**src/rtl/lcd_mux_ctrl.sv**
```systemverilog
module lcd_mux_ctrl #(
  parameter int NSEG = 32,
  parameter int NCOM = 4,
  parameter int CNTW = 9,
  localparam int PW  = $clog2(NSEG),
  localparam int CIW = $clog2(NCOM)
) (
  input  logic              clk,
  input  logic              rst_n,
  input  logic              sub_tick,
  input  logic              lcd_on,
  input  logic [1:0]        duty,
  input  logic [1:0]        rate_sel,
  input  logic              wave_b,
  input  logic              ptr_we,
  input  logic [7:0]        ptr_wdata,
  input  logic              dat_we,
  input  logic [7:0]        dat_wdata,
  output logic [7:0]        ptr_rdata,
  output logic [7:0]        dat_rdata,
  output logic [2*NCOM-1:0] com_lvl,
  output logic [2*NSEG-1:0] seg_lvl
);

  logic [PW-1:0]   ptr;
  logic [NCOM-1:0] pix [NSEG];
  logic [CNTW-1:0] cnt, slot_len;
  logic [CIW-1:0]  com_idx, last_com;
  logic            neg;

  always_comb begin
    case ({duty, rate_sel})
      4'b0000: slot_len = CNTW'(256);
      4'b0001: slot_len = CNTW'(280);
      4'b0010: slot_len = CNTW'(304);
      4'b0011: slot_len = CNTW'(232);
      4'b0100: slot_len = CNTW'(172);
      4'b0101: slot_len = CNTW'(188);
      4'b0110: slot_len = CNTW'(204);
      4'b0111: slot_len = CNTW'(156);
      default:
        case (rate_sel)
          2'b00:   slot_len = CNTW'(128);
          2'b01:   slot_len = CNTW'(140);
          2'b10:   slot_len = CNTW'(152);
          default: slot_len = CNTW'(116);
        endcase
    endcase
  end

  assign last_com = (duty == 2'b00) ? CIW'(1) : (duty == 2'b01) ? CIW'(2) : CIW'(3);

  wire slot_end  = sub_tick && (cnt >= slot_len - CNTW'(1));
  wire frame_end = slot_end && (com_idx >= last_com);

  always_ff @(posedge clk or negedge rst_n) begin
    if (!rst_n) begin
      cnt <= '0; com_idx <= '0; neg <= 1'b0;
    end else if (!lcd_on) begin
      cnt <= '0; com_idx <= '0; neg <= 1'b0;
    end else if (slot_end) begin
      cnt     <= '0;
      com_idx <= frame_end ? '0 : com_idx + CIW'(1);
      if (!wave_b || frame_end) neg <= ~neg;
    end else if (sub_tick) begin
      cnt <= cnt + CNTW'(1);
    end
  end

  always_ff @(posedge clk or negedge rst_n) begin
    if (!rst_n) begin
      ptr <= '0;
      for (int s = 0; s < NSEG; s++) pix[s] <= '0;
    end else begin
      if (ptr_we) ptr <= ptr_wdata[PW-1:0];
      if (dat_we) pix[ptr] <= dat_wdata[NCOM-1:0];
    end
  end

  assign ptr_rdata = 8'(ptr);
  assign dat_rdata = 8'(pix[ptr]);

  logic [NCOM-1:0] com_ext;

  for (genvar c = 0; c < NCOM; c++) begin : g_com
    assign com_lvl[2*c +: 2] = !lcd_on ? 2'b00 :
                               (com_idx == CIW'(c)) ? (neg ? 2'b00 : 2'b11) :
                                                      (neg ? 2'b10 : 2'b01);
    assign com_ext[c] = (com_lvl[2*c +: 2] == 2'b11) || (com_lvl[2*c +: 2] == 2'b00);
  end

  for (genvar s = 0; s < NSEG; s++) begin : g_seg
    wire lit = pix[s][com_idx];
    assign seg_lvl[2*s +: 2] = !lcd_on ? 2'b00 :
                               lit ? (neg ? 2'b11 : 2'b00) : (neg ? 2'b01 : 2'b10);
  end

  a_r6_one_active_com: assert property (@(posedge clk) disable iff (!rst_n)
    lcd_on |-> $countones(com_ext) == 1);

  a_r5_com_within_duty: assert property (@(posedge clk) disable iff (!rst_n)
    lcd_on |-> com_idx <= last_com);

  a_r12_start_com0: assert property (@(posedge clk) disable iff (!rst_n)
    $rose(lcd_on) |-> (com_idx == '0 && cnt == '0 && !neg));

  a_r9_b_hold_mid_frame: assert property (@(posedge clk) disable iff (!rst_n)
    (lcd_on && wave_b && !frame_end) |=> (!lcd_on || $stable(neg)));

  a_r8_a_flip_each_slot: assert property (@(posedge clk) disable iff (!rst_n)
    (lcd_on && !wave_b && slot_end) |=> (!lcd_on || neg != $past(neg)));

  a_r2_off_ground: assert property (@(posedge clk) disable iff (!rst_n)
    !lcd_on |-> (com_ext == '1 && seg_lvl == '0));

endmodule

```
**config.mk**
```make
export PLATFORM = sky130hd
export DESIGN_NAME = lcd_mux_ctrl
export DESIGN_NICKNAME = d
export VERILOG_FILES = /design/src/rtl/lcd_mux_ctrl.sv
export SDC_FILE = /design/constraint.sdc
export NUM_CORES = 1
export LEC_CHECK = 0
export BUFFER_PORTS_ARGS = -buffer_cell sky130_fd_sc_hd__buf_2
export CORE_AREA = 5 5 165 127
export DETAILED_ROUTE_END_ITERATION = 7
export DIE_AREA = 0 0 170 132
export PLACE_DENSITY = 0.7
export RECOVER_POWER = 25
export SETUP_SLACK_MARGIN = 0.3
export SLEW_MARGIN = 15
export SYNTH_ARGS = -nofsm -noshare
export SYNTH_HDL_FRONTEND = slang
export SYNTH_SLANG_ARGS = --single-unit
```
**constraint.sdc**
```tcl
create_clock -name clk -period 5.7 [get_ports clk]
set_input_delay 0.855 -clock clk [delete_from_list [all_inputs] [get_ports clk]]
set_output_delay 0.855 -clock clk [all_outputs]
set_load 0.005 [all_outputs]
```
Word level (Yosys, flattened, before mapping)
Index checks and enable logic that the tools add are counted.
{ "classes": {"addsub": 3, "order_cmp": 5, "bitwise_logic": 2, "n_eq_ne": 16, "muxes": 159, "n_reduce_logical": 10} }
{ "ops": {"columns": ["operator", "count"], "rows": [
  ["$mux 2", 80],
  ["$bwmux 128", 1],
  ["$pmux 9 s8", 1],
  ["$bmux 1 s2", 32],
  ["$mux 1", 36],
  ["$mux 9", 3],
  ["$pmux 8 s3", 1],
  ["$bmux 4 s5", 1],
  ["$demux 4 s5", 1],
  ["$eq 4x3->1 const B", 4],
  ["$mux 4", 3],
  ["$add 9x1->9 const B", 1],
  ["$ge 9x9->1", 1],
  ["$sub 9x1->9 const B", 1],
  ["$eq 4x2->1 const B", 2],
  ["$eq 2x1->1 const B", 3],
  ["$eq 2x2->1 const B", 3],
  ["$ge 6x6->1 const B", 1],
  ["$logic_not 2->1", 3],
  ["$lt 6x1->1 const B", 1],
  ["$not 5->6", 1],
  ["$eq 4x1->1 const B", 1],
  ["$logic_not 4->1", 1],
  ["$ne 2x1->1 const B", 2],
  ["9 further kinds", 11]
]} }
{ "word_totals": {"elab_cells": 231, "inputBits": 27, "output_inout_bits": 88, "ff_bits": 145} }

Longest topological paths before layout
{ "logic_depth": {"word_depth": 11, "ltp_mapped": 16, "depth_no_buf": 14} }

Worst setup path before layout
No wires, ideal clock.
{ "synth_path": {"path_kind": "input -> register", "startpoint": "input rate_sel[0]", "endpoint": "register com_idx[0]", "arrival_ps": 3423, "path_buffers": 2, "stages": 15, "setup_ps": 78, "required_time_ps": 5622, "slack_ps": 2199, "cell_sequence": "inv_1 > ha_1 > buf_6 > nor4_4 > nor2_1 > o32ai_1 > ha_1 > and3_4 > xor2_1 > ha_1 > a21oi_1 > o22ai_1 > or3b_1 > buf_2 > o2bb2ai_1"} }
{ "synth_via": {"elab_chain_len": 10, "elab_cells_between_ends": 21, "classes_between": "1 x add/sub; 1 x order compare; 10 x eq/ne; 5 x mux; 4 x reduce/logical"} }
{ "synth_rtl": {"columns": ["item", "line", "text"], "rows": [
  ["start: declaration", "13", "input logic [1:0] rate_sel,"],
  ["$eq 2x2->1, or another cell as far along", "42", "case (rate_sel)"],
  ["$pmux 8 s3", "42", null],
  ["$pmux 9 s8 (*)", "32", "case ({duty, rate_sel})"],
  ["$sub 9x1->9 (*)", "53", "wire slot_end = sub_tick && (cnt >= slot_len - CNTW'(1));"],
  ["$ge 9x9->1 (*)", "53", null],
  ["$logic_and 1x1->1 (*)", "53", null],
  ["$logic_and 1x1->1", "54", "wire frame_end = slot_end && (com_idx >= last_com);"],
  ["$mux 2", "63", "com_idx <= frame_end ? '0 : com_idx + CIW'(1);"],
  ["$mux 2", "61", "end else if (slot_end) begin"],
  ["$mux 2", "59", "end else if (!lcd_on) begin"],
  ["end signal: assignment", "63", null],
  ["end: declaration", "28", "logic [CIW-1:0] com_idx, last_com;"]
]} }
Every way passes the cells marked *; elsewhere a longest branch is shown, timed or not. The select of a mux whose other input is x is not followed.
A chain may end at the register's enable or synchronous reset.

Final worst setup path
{ "layout_path": {"startpoint": "register ptr[0]", "endpoint": "output dat_rdata[1]"} }
{ "layout_via": {"elab_chain_len": 4} }
{ "layout_rtl": {"columns": ["item", "line", "text"], "rows": [
  ["start: declaration", "25", "logic [PW-1:0] ptr;"],
  ["start signal: assignment", "75", "if (ptr_we) ptr <= ptr_wdata[PW-1:0];"],
  ["$not 5->6 (not written as such)", "81", "assign dat_rdata = 8'(pix[ptr]);"],
  ["$bmux 4 s5", "81", null],
  ["$mux 4 (not written as such) (2 in series)", "81", null],
  ["end: declaration", "20", "output logic [7:0] dat_rdata,"]
]} }
Every way passes these cells. The select of a mux whose other input is x is not followed.

==> metrics.csv <==
metric;value;unit
run status;finished with violations;
failing checks;max-capacitance violations, max-slew violations;
Max stage delay on crit path;0.71;ns
clock buffers created by TritonCTS;17;
clock transition at the registers of the reported paths;0.06;ns
leakage power summed over all cells;0.00442;uW
number of buffer and inverter stages on the critical path;2;
XOR/XNOR share of the synthesized area;0.0409;
half-perimeter wire length after detailed placement;15600;um
fraction of layout instances using a drive strength above 1;0.490;
worst vdd ir;0.181;mV
total gr overflow;0;
initial antenna violation count;0;
top fanout value on the critical path;29;
CP Cell Sequence;buf_4, mux4_4, a22oi_1, nand4_1, buf_2;
top-level port count;115;
final hold vios;0;
DP Area;0.00969;mm2
EDFF count, synth;0;
hold path cells;1;
setup violation total in the final timing report;0;
Remaining DRCs;0;
depth of the worst register-to-register path;6;
number of cells upsized or downsized after cts;0;
Core Footprint;0.0191;mm2
critical path launch point type;flop;
clock latency on the worst-skew pair;0.42;ns
number of standard cells in the final layout excluding fillers;1021;
most area-hungry cell type in the Yosys netlist;dfrtp_1;
complex-gate fraction of the synthesized area;0.0381;
Yosys top cell area share;0.385;
Area Growth Syn to Fin;8.45;%
die area;0.0224;mm2
max-capacitance violation count;1;
required time reported for the critical path endpoint;4.85;ns
Fillers;1584;
via count of the first global-routing pass;6402;
count of input and output buffers;100;
slowest stage cell on the critical path;mux4_4;
number of library cell types mapped by synthesis;64;
detailed-route wire length per cell;22.1;um
type of the worst setup path;flop to primary output;
cell at the root of the clock tree;clkbuf_16;
mean area per synthesized cell;13.3;um2
via count;6133;
clock skew;0.0124;ns
top cells by area, synth;dfrtp_1 (39%), mux2_2 (16%), mux4_2 (11%);
Final #Nets;801;
number of iterations in the first detailed-routing pass;5;
cts-stage hold buffer count;0;
Critical Path Sink Type;primary output;
dominant combinational cell family by area after synthesis;multiplexers;
flops & latches, synth;145;
dpl cells;989;
total power per unit cell area;354;mW/mm2
commonest cells in the synthesized netlist;dfrtp_1 (145), mux2_2 (134), mux4_2 (47);
CP Depth;5;
H-tree depth;4;
Register-to-Register Setup Slack;3.37;ns
per-cell via count in the routed design;6.01;
pre-CTS setup slack;1.69;ns
crit path time final;3.78;ns
# Post-CTS Setup Buffers;0;
tightest hold margin;0.513;ns
placement row count;44;
clock sinks;145;
crit path DAT;2.92;ns
count of inserted antenna diode cells;0;
RD Place Congestion;0.898;
final routed wirelength across all metal layers;22500;um
first-pass GRT wire length;36400;um
Synth Flop Type;dfrtp_1;
cell family contributing the most delay on the critical path;multiplexers;
clock tree from TritonCTS;yes;
Yosys warnings;0;
post-route cell area;0.0102;mm2
worst relative slew slack;-0.717;
global-route total usage across every layer;0.206;
unrepaired setup endpoints after global routing;no;
area share of and/or/nand/nor cells after synthesis;0.114;
Least-Margin Pin Slew;2.58;ns
Hold Crit Class;flop to flop;
maximum count of clock buffers along a single path;2;
most common cell in the netlist;dfrtp_1;
count of final max-slew check failures;105;
netlist area before placement;0.00942;mm2
number of instances in the synthesized netlist;710;
top achievable clock speed;265;MHz
final worst setup slack;1.92;ns
largest net degree at the start of global routing;105;
starting utilization of the core area;0.493;
crit share post-route;0.663;
share of synthesized area spent on multiplexers;0.324;
Seq/Total Area, Yosys;0.385;
Total Negative Setup Slacks;0;ns
post-synthesis adder-cell area fraction;0.0263;
Initial DRC Count;445;
Async S/R FF share, synth;1.00;
die height;132;um
count of nets left with antenna violations after detail routing;0;
x dimension of the die;170;um
layout make-up:
class / count / area, um2 / area share
multi-input cells: 474 / 5140 / 0.504
flip-flops and latches: 145 / 3630 / 0.356
repair buffers: 107 / 552 / 0.0540
clock buffers: 19 / 443 / 0.0434
well taps: 253 / 317 / 0.0310
clock inverters: 13 / 90.1 / 0.00882
inverters: 10 / 37.5 / 0.00367
report_power, final:
part | total, uW | switching, uW | internal (uW)
Clock | 1010 | 441 | 565
Combinational | 1000 | 386 | 616
Sequential | 1610 | 274 | 1330
Total | 3610 | 1100 | 2510
through the flow:
step	utilization	power [uW]
5_1_grt	0.535	3800
4_1_cts	0.535	3630
2_1_floorplan	-	2280
3_3_place_gp	0.507	2560
6_report	0.535	3610
3_5_place_dp	0.507	2620
final timing paths:
kind / start / endpoint
max in group asynchronous: rst_n / neg
min reg2reg: ptr[1] / ptr[1]
max reg2reg: com_idx[0] / neg
min: ptr[1] / ptr[1]
min in group asynchronous: rst_n / pix[102]
max: ptr[0] / dat_rdata[1]
flip-flops by register name, summed over array words and instances, names as in the netlist:
name and flops:
pix 128, com_idx 2, ptr 5, neg 1
cnt 9
logic make-up (layout without fill, tap and decap cells):
logic type / Yosys count / after routing
mux: 202 / 202
simple gates: 151 / 151
flops: 145 / 145
buf+inv: 97 / 149
compound gates: 50 / 50
xor+xnor: 44 / 44
fa+ha+maj: 20 / 20
other cells: 1 / 7
routing by layer:
metal,vias to the layer above,GRT usage,routed length [um]
met4,0,0.0506,310
met5,-,0,0
li1,2664,-,-
met2,248,0.323,10600
met3,27,0.0423,1570
met1,3194,0.295,10000
cells in the final DEF, fill, tap and decap left out, types with 3 or more instances in the layout:
| master | count |
|---|---|
| clkinvlp_4 | 7 |
| o21ai_0 | 6 |
| clkinv_2 | 4 |
| mux4_1 | 13 |
| ha_1 | 19 |
| and2_1 | 36 |
| inv_1 | 10 |
| conb_1 | 7 |
| xor2_1 | 11 |
| a22oi_1 | 16 |
| mux4_4 | 4 |
| mux4_2 | 47 |
| nor2_2 | 6 |
| nor2_4 | 20 |
| a21o_1 | 4 |
| or2_2 | 4 |
| buf_4 | 7 |
| mux2_2 | 134 |
| xnor2_1 | 33 |
| nand4_1 | 7 |
| buf_2 | 98 |
| clkbuf_16 | 17 |
| dfrtp_1 | 142 |
| o22ai_1 | 5 |
| a21oi_1 | 7 |
| nand3_1 | 4 |
| dfrtp_2 | 3 |
| nand2_1 | 22 |
| nor2_1 | 21 |
(Power assumes the default switching activity.)
